[src/rtl/wrr_pkg.sv]
package wrr_pkg;
  localparam int unsigned DEF_QID_BITS = 2;
  localparam int unsigned DEF_WT_BITS  = 3;

  function automatic int unsigned cnt_width(int unsigned qb, int unsigned wb);
    return qb + wb + 1;
  endfunction
endpackage

[src/rtl/wrr_weight_regs.sv]
module wrr_weight_regs #(
  parameter int unsigned QB = 2,
  parameter int unsigned WB = 3,
  localparam int unsigned N = 1 << QB
) (
  input  logic                  clk_i,
  input  logic                  rst_ni,
  input  logic                  cfg_en_i,
  input  logic                  cfg_we_i,
  input  logic [QB-1:0]         cfg_qid_i,
  input  logic [WB-1:0]         cfg_wt_i,
  output logic [N-1:0][WB-1:0]  weights_o
);
  logic [N-1:0][WB-1:0] wt_q;

  for (genvar j = 0; j < N; j++) begin : g_wt
    always_ff @(posedge clk_i or negedge rst_ni) begin
      if (!rst_ni)
        wt_q[j] <= WB'(1);
      else if (cfg_en_i && cfg_we_i && (cfg_qid_i == QB'(j)))
        wt_q[j] <= cfg_wt_i;
    end
  end

  assign weights_o = wt_q;

  AST_WT_LOCKED: assert property (@(posedge clk_i) disable iff (!rst_ni)
    !cfg_en_i |=> $stable(wt_q));
endmodule

[src/rtl/wrr_max_tree.sv]
module wrr_max_tree #(
  parameter int unsigned QB = 2,
  parameter int unsigned VW = 7,
  localparam int unsigned N = 1 << QB,
  localparam int unsigned NODES = 2 * N - 1
) (
  input  logic [N-1:0][VW-1:0] vals_i,
  input  logic [N-1:0]         valid_i,
  output logic                 win_valid_o,
  output logic [QB-1:0]        win_id_o
);
  logic [VW-1:0] nv  [NODES];
  logic [QB-1:0] nid [NODES];
  logic          nvl [NODES];

  for (genvar j = 0; j < N; j++) begin : g_leaf
    assign nv[N-1+j]  = vals_i[j];
    assign nid[N-1+j] = QB'(j);
    assign nvl[N-1+j] = valid_i[j];
  end

  // left child always covers lower indices, so ties resolve to it
  for (genvar i = 0; i < N - 1; i++) begin : g_node
    logic take_r;
    assign take_r = nvl[2*i+2] && (!nvl[2*i+1] || (nv[2*i+2] > nv[2*i+1]));
    assign nv[i]  = take_r ? nv[2*i+2]  : nv[2*i+1];
    assign nid[i] = take_r ? nid[2*i+2] : nid[2*i+1];
    assign nvl[i] = nvl[2*i+1] | nvl[2*i+2];
  end

  assign win_valid_o = nvl[0];
  assign win_id_o    = nid[0];

  always_comb begin
    if (win_valid_o) begin
      AST_WIN_IS_ACTIVE: assert (valid_i[win_id_o]);
    end
  end
endmodule

[src/rtl/wrr_counter_bank.sv]
module wrr_counter_bank #(
  parameter int unsigned QB = 2,
  parameter int unsigned WB = 3,
  localparam int unsigned N  = 1 << QB,
  localparam int unsigned CW = QB + WB + 1,
  localparam int unsigned SW = QB + WB,
  localparam logic [CW-1:0] MID = {1'b1, {(CW-1){1'b0}}}
) (
  input  logic                 clk_i,
  input  logic                 rst_ni,
  input  logic                 clear_i,
  input  logic                 upd_i,
  input  logic [N-1:0]         active_i,
  input  logic [N-1:0][WB-1:0] weights_i,
  input  logic [QB-1:0]        win_id_i,
  output logic [N-1:0][CW:0]   inc_o
);
  logic [N-1:0][CW-1:0] cnt_q;
  logic [N-1:0][CW:0]   nxt_ext;
  logic [SW-1:0]        sum_act;

  always_comb begin
    sum_act = '0;
    for (int j = 0; j < N; j++)
      if (active_i[j]) sum_act = sum_act + SW'(weights_i[j]);
  end

  for (genvar j = 0; j < N; j++) begin : g_cnt
    assign inc_o[j]   = {1'b0, cnt_q[j]} + (active_i[j] ? (CW+1)'(weights_i[j]) : '0);
    assign nxt_ext[j] = inc_o[j] - ((win_id_i == QB'(j)) ? (CW+1)'(sum_act) : '0);

    always_ff @(posedge clk_i or negedge rst_ni) begin
      if (!rst_ni)      cnt_q[j] <= MID;
      else if (clear_i) cnt_q[j] <= MID;
      else if (upd_i)   cnt_q[j] <= nxt_ext[j][CW-1:0];
    end

    AST_NO_OVERFLOW: assert property (@(posedge clk_i) disable iff (!rst_ni)
      upd_i |-> !nxt_ext[j][CW]);
    AST_NO_UNDERFLOW: assert property (@(posedge clk_i) disable iff (!rst_ni)
      (upd_i && win_id_i == QB'(j)) |-> (inc_o[j] >= (CW+1)'(sum_act)));
    AST_INACTIVE_HOLD: assert property (@(posedge clk_i) disable iff (!rst_ni)
      (upd_i && !clear_i && !active_i[j] && win_id_i != QB'(j)) |=> $stable(cnt_q[j]));
  end

  logic [CW+QB-1:0] total;
  always_comb begin
    total = '0;
    for (int j = 0; j < N; j++) total = total + (CW+QB)'(cnt_q[j]);
  end

  AST_SUM_CONST: assert property (@(posedge clk_i) disable iff (!rst_ni)
    total == (CW+QB)'(N) * (CW+QB)'(MID));
  AST_IDLE_HOLD: assert property (@(posedge clk_i) disable iff (!rst_ni)
    (!upd_i && !clear_i) |=> $stable(cnt_q));
  AST_CLEAR_MID: assert property (@(posedge clk_i) disable iff (!rst_ni)
    clear_i |=> (cnt_q[0] == MID));
endmodule

[src/rtl/wrr_urgency_arbiter.sv]
module wrr_urgency_arbiter
  import wrr_pkg::*;
#(
  parameter int unsigned QID_BITS = DEF_QID_BITS,
  parameter int unsigned WT_BITS  = DEF_WT_BITS,
  localparam int unsigned N  = 1 << QID_BITS,
  localparam int unsigned CW = cnt_width(QID_BITS, WT_BITS)
) (
  input  logic                clk_i,
  input  logic                rst_ni,
  input  logic                cfg_en_i,
  input  logic                cfg_we_i,
  input  logic [QID_BITS-1:0] cfg_qid_i,
  input  logic [WT_BITS-1:0]  cfg_wt_i,
  input  logic                req_i,
  input  logic [N-1:0]        active_i,
  output logic                grant_valid_o,
  output logic [QID_BITS-1:0] grant_id_o
);
  logic [N-1:0][WT_BITS-1:0] weights;
  logic [N-1:0][CW:0]        inc;
  logic                      win_valid;
  logic [QID_BITS-1:0]       win_id;
  logic                      upd;

  wrr_weight_regs #(.QB(QID_BITS), .WB(WT_BITS)) u_wts (
    .clk_i, .rst_ni, .cfg_en_i, .cfg_we_i, .cfg_qid_i, .cfg_wt_i,
    .weights_o (weights)
  );

  wrr_counter_bank #(.QB(QID_BITS), .WB(WT_BITS)) u_cnt (
    .clk_i, .rst_ni,
    .clear_i   (cfg_en_i),
    .upd_i     (upd),
    .active_i  (active_i),
    .weights_i (weights),
    .win_id_i  (win_id),
    .inc_o     (inc)
  );

  wrr_max_tree #(.QB(QID_BITS), .VW(CW + 1)) u_tree (
    .vals_i      (inc),
    .valid_i     (active_i),
    .win_valid_o (win_valid),
    .win_id_o    (win_id)
  );

  assign upd = req_i && !cfg_en_i && win_valid;

  always_ff @(posedge clk_i or negedge rst_ni) begin
    if (!rst_ni) begin
      grant_valid_o <= 1'b0;
      grant_id_o    <= '0;
    end else begin
      grant_valid_o <= upd;
      if (upd) grant_id_o <= win_id;
    end
  end

  AST_GRANT_ACTIVE: assert property (@(posedge clk_i) disable iff (!rst_ni)
    grant_valid_o |-> ((($past(active_i) >> grant_id_o) & N'(1)) != '0));
  AST_REQ_SERVED: assert property (@(posedge clk_i) disable iff (!rst_ni)
    (req_i && !cfg_en_i && (|active_i)) |=> grant_valid_o);
  AST_IDLE_NO_GRANT: assert property (@(posedge clk_i) disable iff (!rst_ni)
    (!req_i || !(|active_i)) |=> !grant_valid_o);
  AST_CFG_NO_GRANT: assert property (@(posedge clk_i) disable iff (!rst_ni)
    cfg_en_i |=> !grant_valid_o);
endmodule

[config.mk]
export PLATFORM = sky130hd
export DESIGN_NAME = wrr_urgency_arbiter
export DESIGN_NICKNAME = d
export VERILOG_FILES = /design/src/rtl/wrr_pkg.sv /design/src/rtl/wrr_weight_regs.sv /design/src/rtl/wrr_max_tree.sv /design/src/rtl/wrr_counter_bank.sv /design/src/rtl/wrr_urgency_arbiter.sv
export SDC_FILE = /design/constraint.sdc
export NUM_CORES = 1
export LEC_CHECK = 0
export BUFFER_PORTS_ARGS = -buffer_cell sky130_fd_sc_hd__buf_2
export CORE_UTILIZATION = 55
export CTS_BUF_LIST = sky130_fd_sc_hd__clkbuf_8
export CTS_CLUSTER_DIAMETER = 120
export DETAILED_ROUTE_END_ITERATION = 10
export GPL_ROUTABILITY_DRIVEN = 0
export PLACE_DENSITY_LB_ADDON = 0.12
export SLEW_MARGIN = 5
export SYNTH_ARGS = -nofsm -noshare
export SYNTH_HDL_FRONTEND = slang
export SYNTH_SLANG_ARGS = --single-unit
[constraint.sdc]
create_clock -name clk_i -period 11.15 [get_ports clk_i]
set_input_delay 1.115 -clock clk_i [delete_from_list [all_inputs] [get_ports clk_i]]
set_output_delay 1.115 -clock clk_i [all_outputs]
set_load 0.03 [all_outputs]
==> qor.csv, run 1 <==
metric,value,unit
Residual DRC,0,
"non-filler cells, final",595,
# IOs,17,
Multi-input gate area,3060,µm²
area grow syn2layout,6.58,%
Hold Buf Count CTS,0,
Hold Path Class,reg2reg,
Worst Path Buf+Inv,2,
CTS Sinks,39,
Vias,3439,
relative slew slack,31.7,%
Post-DP HPWL,7.69,mm
CP peak stage delay,0.88,ns
Post-synth EDFFs,0,
Total GRT Usage,26.9,%
first-pass iteration count of the detailed router,4,
fin crit share,65.3,%
worst setup path category,in2reg,
Die H,89.6,µm
"Setup violations, final",0,
register clock-pin slew on the reported worst setup and hold paths,0.08,ns
Final Max Tran Viols,0,
Worst EP arrival,7.50,ns
share of cells above drive strength 1,13.3,%
CP max FO,15,
wire length on met1,4.79,mm
CTS buffer count,5,
clock root cell,clkbuf_8,
post-synth net total,567,
Core ar.,7330,µm²
most frequent cells in the layout,"60 x ha_1, 54 x nor2_1, 45 x a21oi_1, 34 x inv_1, 32 x nand2_1",
clk_lat worst skew,0.30,ns
Die W,89.6,µm
sequential-to-total area share from yosys stat,23.4,%
crit path capture type,flop,
Top Layer Used,met4,
dpl cells,587,
P_leak,2.11,nW
family with the most delay on the worst path,compound AO/OA/AOI/OAI gates,
"most used cell, CP",ha_1,
achievable clock frequency,137,MHz
WP data required,11.37,ns
Tmin final,7.28,ns
total wire length,9.86,mm
final hold vios,0,
cell area after layout,4500,µm²
Final ANT Viol Nets,0,
WL per Instance,16.6,µm
run status,"complete, no violations",
CTS tree,built,
IO Port Bufs,16,
WL met2,4.58,mm
vias in the first global route,3280,
largest net degree at the start of global routing,40,
synth warn,0,
Gate Count Post-Synth,484,
Area after DPL,4380,µm²
htree depth,2,
ys flop type,dfrtp_1,
ANT cells,0,
gr ovfl total,0,
Yosys reg bits,39,
Max Cap Viol,0,
RSZ-0062 raised after global routing,no,
Crit-path slowest cell,a211oi_2,
"commonest non-fill, non-tap cell in the layout",ha_1,
Starting DRT DRC Count,177,
final net count,578,
clock buffer depth,2,
Setup Buffers After CTS,0,
startpoint types,primary input,
Sequential Area,986,µm²
initial antenna violation count,0,
hold slack final,0.523,ns
first-pass GRT wire length,16.0,mm
Async SR Flop Fraction,100,%
Worst VDD drop,145,µV
Die ar.,8030,µm²
initial core utilization,57.6,%
Pwr Density,343,nW/µm²
# rows,31,
Sum Neg Setup Slack,0,ns
Avg Inst Size Synth,8.72,µm²
worst slew pin tran,1.02,ns
Layout Skew,0.0101,ns
routed wl met3,309,µm
post-CTS sizing,0,
total power,1.54,mW
Layout fillers,658,
post-DR vias/cell,5.78,
Mapped Area,4220,µm²
Synth cell types,50,
[flip-flops by register name, indices dropped and copies added, names as in the netlist]
name,cells
grant_id_o,2
u_wts.weights_o,12
grant_valid_o,1
u_cnt.cnt_q,24
[logic make-up (layout without fill, tap and decap cells)]
kind of cell	Yosys count	in the layout	share of synthesized area (%)
AO/OA/AOI/OAI	109	109	16.7
XOR/XNOR	37	37	7.86
adder cells (fa/ha/maj)	70	70	22.3
buffers and inverters	47	59	4.57
flip-flops	39	39	23.4
multiplexers	33	33	8.42
AND/OR/NAND/NOR	149	149	16.8
[final cells by class]
cell class	count	share of cell area, %
clock buffers	6	1.84
clock inverters	2	0.779
inverters	34	2.84
multi-input cells	398	67.9
flip-flops and latches	39	21.9
well taps	99	2.75
repair buffers	17	1.95
[where the power goes]
group	total (mW)	internal [mW]	switching (mW)
Clock	0.128	0.0725	0.0553
Combinational	1.17	0.529	0.643
Sequential	0.244	0.197	0.0476
Total	1.54	0.798	0.746
[Yosys cell counts, types with 7 or more instances]
library cell	instances	area share [%]
fa_1	9	4.3
nand2_1	32	2.8
clkbuf_1	9	0.80
o211ai_1	12	2.1
nor2_1	54	4.8
dfrtp_1	31	18
nand3_1	7	0.83
o21ai_0	14	1.7
mux2_2	20	5.3
a21o_1	14	2.5
inv_1	34	3.0
nor2b_1	12	1.8
ha_1	60	18
xnor2_1	22	4.6
a21oi_1	45	5.3
nor3_1	9	1.1
mux2i_1	13	3.1
dfstp_2	8	5.0
and2_1	10	1.5
nand2b_1	7	1.0
xor2_1	14	2.9
[through the flow]
| stage | setup slack, ns | utilization [%] |
|---|---|---|
| 2_1_floorplan | 4.44 | - |
| 3_3_place_gp | 3.71 | 59.8 |
| 3_5_place_dp | 3.65 | 59.8 |
| 4_1_cts | 3.93 | 61.4 |
| 5_1_grt | 3.17 | 61.4 |
| 6_report | 3.87 | 61.4 |
[routing by layer]
metal,GRT usage (%),vias to the layer above
met5,0,-
met4,7.79,0
met3,3.75,18
met2,44.5,56
met1,36.7,1637
li1,-,1728
[path summary, 6_finish.rpt]
kind,start,end,slack (ns),depth (start not counted)
setup / recovery,active_i[0],u_cnt.cnt_q[5],3.87,30
hold / removal,grant_id_o[1],grant_id_o[1],0.52,1
setup reg to reg,u_wts.weights_o[0],u_cnt.cnt_q[5],4.44,29
hold reg to reg,grant_id_o[1],grant_id_o[1],0.52,1
max in group asynchronous,rst_ni,u_cnt.cnt_q[3],9.65,1
min in group asynchronous,rst_ni,u_cnt.cnt_q[14],0.93,1
No activity file was read; power rests on OpenSTA's default activity.
==> inputs of run 2 (changes only) <==
--- a/config.mk
+++ b/config.mk
@@ -5,6 +5,7 @@
 export SDC_FILE = /design/constraint.sdc
 export NUM_CORES = 1
 export LEC_CHECK = 0
+export ABC_AREA = 1
 export BUFFER_PORTS_ARGS = -buffer_cell sky130_fd_sc_hd__buf_2
 export CORE_UTILIZATION = 55
 export CTS_BUF_LIST = sky130_fd_sc_hd__clkbuf_8
==> constraint.sdc (replaced) <==
create_clock -name clk_i -period 6.7 [get_ports clk_i]
set_input_delay 0.67 -clock clk_i [delete_from_list [all_inputs] [get_ports clk_i]]
set_output_delay 0.67 -clock clk_i [all_outputs]
set_load 0.03 [all_outputs]
==> run 2 against run 1 <==
  * Global-route usage up 0.81 points
  * Clock skew down 0.0040 ns
  * Total power is 39% higher
  * Critical endpoint is now u_cnt.cnt_q[22]
  * Clock power grew 68%
  * Largest power group unchanged
==> qor.csv, run 2 <==
metric,value,unit,change
most frequent cells in the layout,"143 x nand2_1, 110 x inv_1, 60 x ha_1, 45 x nand3_1, 36 x o21ai_0",,
startpoint types,primary input,,
share of cells above drive strength 1,10.7,%,-2.6 points
ranking of synthesized cells by area,"dfrtp_1 18%, ha_1 17%, nand2_1 12%",,
first-pass iteration count of the detailed router,7,,+3
crit path to,u_cnt.cnt_q[22],,
clock buffer depth,2,,unchanged
Synth top area share,17.9,%,-0.51 points
vias in the first global route,3778,,+15%
Largest Register,u_cnt.cnt_q,,
Async SR Flop Fraction,100,%,unchanged
"non-filler cells, final",729,,+23%
IO Port Bufs,16,,unchanged
htree depth,2,,unchanged
post-synth net total,693,,+22%
Die W,90.8,µm,+1.4%
Total GRT Usage,27.7,%,+0.81 points
most frequent cells after synthesis,"143 x nand2_1, 110 x inv_1, 60 x ha_1",,
dpl cells,720,,+23%
Die H,90.8,µm,+1.4%
clk_lat worst skew,0.30,ns,about the same
worst setup path category,in2reg,,
largest net degree at the start of global routing,40,,unchanged
"Core Util, Final",60.3,%,-1.0 points
final net count,709,,+23%
max reg flops,24,,unchanged
top-count cell post-synth,nand2_1,,
clock root cell,clkbuf_8,,
Final Max Tran Viols,0,,unchanged
CP startpoint,active_i[3],,
initial core utilization,56.5,%,-1.1 points
CP max FO,12,,-3
relative slew slack,39.6,%,+7.9 points
Residual DRC,0,,unchanged
initial antenna violation count,0,,unchanged
CTS tree,built,,
Avg Inst Size Synth,7.12,µm²,-18%
Worst VDD drop,197,µV,+36%
RSZ-0062 raised after global routing,no,,
Vias,3968,,+15%
register clock-pin slew on the reported worst setup and hold paths,0.09,ns,about the same
# rows,32,,+3.2%
Tmin final,6.07,ns,
ANT cells,0,,unchanged
run status,"complete, no violations",,
first-pass GRT wire length,17.9,mm,+12%
RR Endpoint,u_cnt.cnt_q[22],,
worst r2r src,u_wts.weights_o[9],,
fin crit share,90.6,%,
# IOs,17,,unchanged
P_leak,2.59,nW,+22%
CTS Sinks,39,,unchanged
Yosys reg bits,39,,unchanged
CP peak stage delay,0.41,ns,-0.47 ns
largest area contributor in the netlist,dfrtp_1,,
Post-synth EDFFs,0,,unchanged
Hold Path Class,in2async,,
Starting DRT DRC Count,239,,+35%
Post-DP HPWL,8.51,mm,+11%
Pwr Density,463,nW/µm²,+35%
worst slew pin tran,0.906,ns,-0.117 ns
gr ovfl total,0,,unchanged
"setup slack, reg-to-reg",0.70,ns,-3.74 ns
post-DR vias/cell,5.44,,-5.8%
WL per Instance,14.9,µm,-10%
ys flop type,dfrtp_1,,
WP data required,6.92,ns,-4.45 ns
Layout Skew,0.00615,ns,-0.00400 ns
Gate Count Post-Synth,610,,+26%
crit path capture type,flop,,
Die ar.,8250,µm²,+2.8%
sequential-to-total area share from yosys stat,22.7,%,-0.65 points
Worst EP arrival,6.29,ns,-1.21 ns
Max Cap Viol,0,,unchanged
Crit-path slowest cell,fa_1,,
Mapped Area,4340,µm²,+2.8%
synth warn,0,,unchanged
R2R cell count,37,,+28%
Sum Neg Setup Slack,0,ns,unchanged
"Setup violations, final",0,,unchanged
Final ANT Viol Nets,0,,unchanged
achievable clock frequency,165,MHz,
Synth cell types,41,,-18%
final hold vios,0,,unchanged
CTS buffer count,5,,unchanged
"commonest non-fill, non-tap cell in the layout",nand2_1,,
area grow syn2layout,6.83,%,
Core ar.,7690,µm²,+4.9%
total power,2.15,mW,+39%
total wire length,10.8,mm,+9.9%
## run 2: cell count changes in the layout (fill, tap and decap cells not counted), moves of 13 or more
cell and change:
a21oi_1 -18, a21o_1 -13, mux2i_1 -13, nor2_1 -26, mux2_2 -20, inv_1 +76
nand3_1 +38, o21ai_0 +22, nand2_1 +111, xnor2_1 -18
## run 2: timing repair
action	CTS	global route
endpoints found under the hold margin	0	0
hold buffers	0	0
endpoints found under the setup margin	0	7
gates resized for setup	0	2
buffers inserted	0	1
## run 2: layer usage
metal	track usage, %	wire [µm]	vias up
met3	2.69	460	16
met4	9.39	210	0
met2	45.8	5030	105
li1	-	-	2009
met1	37.9	5130	1838
met5	0	0	-
## run 2: worst min-delay path by stage
stage,from,to
final,rst_ni,u_cnt.cnt_q[22]
after global routing,grant_id_o[0],grant_id_o[0]
after detailed placement,grant_id_o[0],grant_id_o[0]
after floorplan,rst_ni,grant_id_o[0]
after global placement,grant_id_o[0],grant_id_o[0]
after CTS,grant_id_o[0],grant_id_o[0]
## run 2: layout make-up
type / instances / area, µm²
well taps: 102 / 128
clock buffers: 6 / 82.6
flip-flops and latches: 39 / 986
repair buffers: 19 / 103
inverters: 114 / 428
fillers: 769 / 3050
clock inverters: 2 / 35.0
multi-input cells: 447 / 2880
## run 2: cells by family (layout without fill, tap and decap cells)
logic type	count (synthesis)	count (layout)	synth area share, %
and+or+nand+nor	251	251	25.6
AOI/OAI and AO/OA	103	103	14.1
DFF	39	39	22.7
adders and majority gates	69	69	21.4
xor gates and xnor gates	24	24	4.84
buffers and inverters	124	141	11.2
## run 2: per-stage QoR
| step | cell area (µm²) | hold WS, ns | setup WS (ns) |
|---|---|---|---|
| after floorplan | 4340 | 0.374 | 1.10 |
| after global placement | 4500 | 0.457 | 0.320 |
| after detailed placement | 4500 | 0.477 | 0.156 |
| after CTS | 4620 | 0.500 | 0.445 |
| after global routing | 4640 | 0.508 | 0.0224 |
| final | 4640 | 0.490 | 0.627 |
## run 2: worst max-delay path: cells and delay by family
family,cells,cell delay [ns]
xor+xnor,2,0.38
buf+inv,8,0.82
compound gates,8,1.50
fa+ha+maj,6,1.73
simple gates,14,1.17
## run 2: power breakdown
group / total [mW] / internal (mW) / switching [mW]
registers: 0.383 / 0.317 / 0.0665
logic: 1.55 / 0.602 / 0.946
clock network: 0.215 / 0.121 / 0.0941
total: 2.15 / 1.04 / 1.11
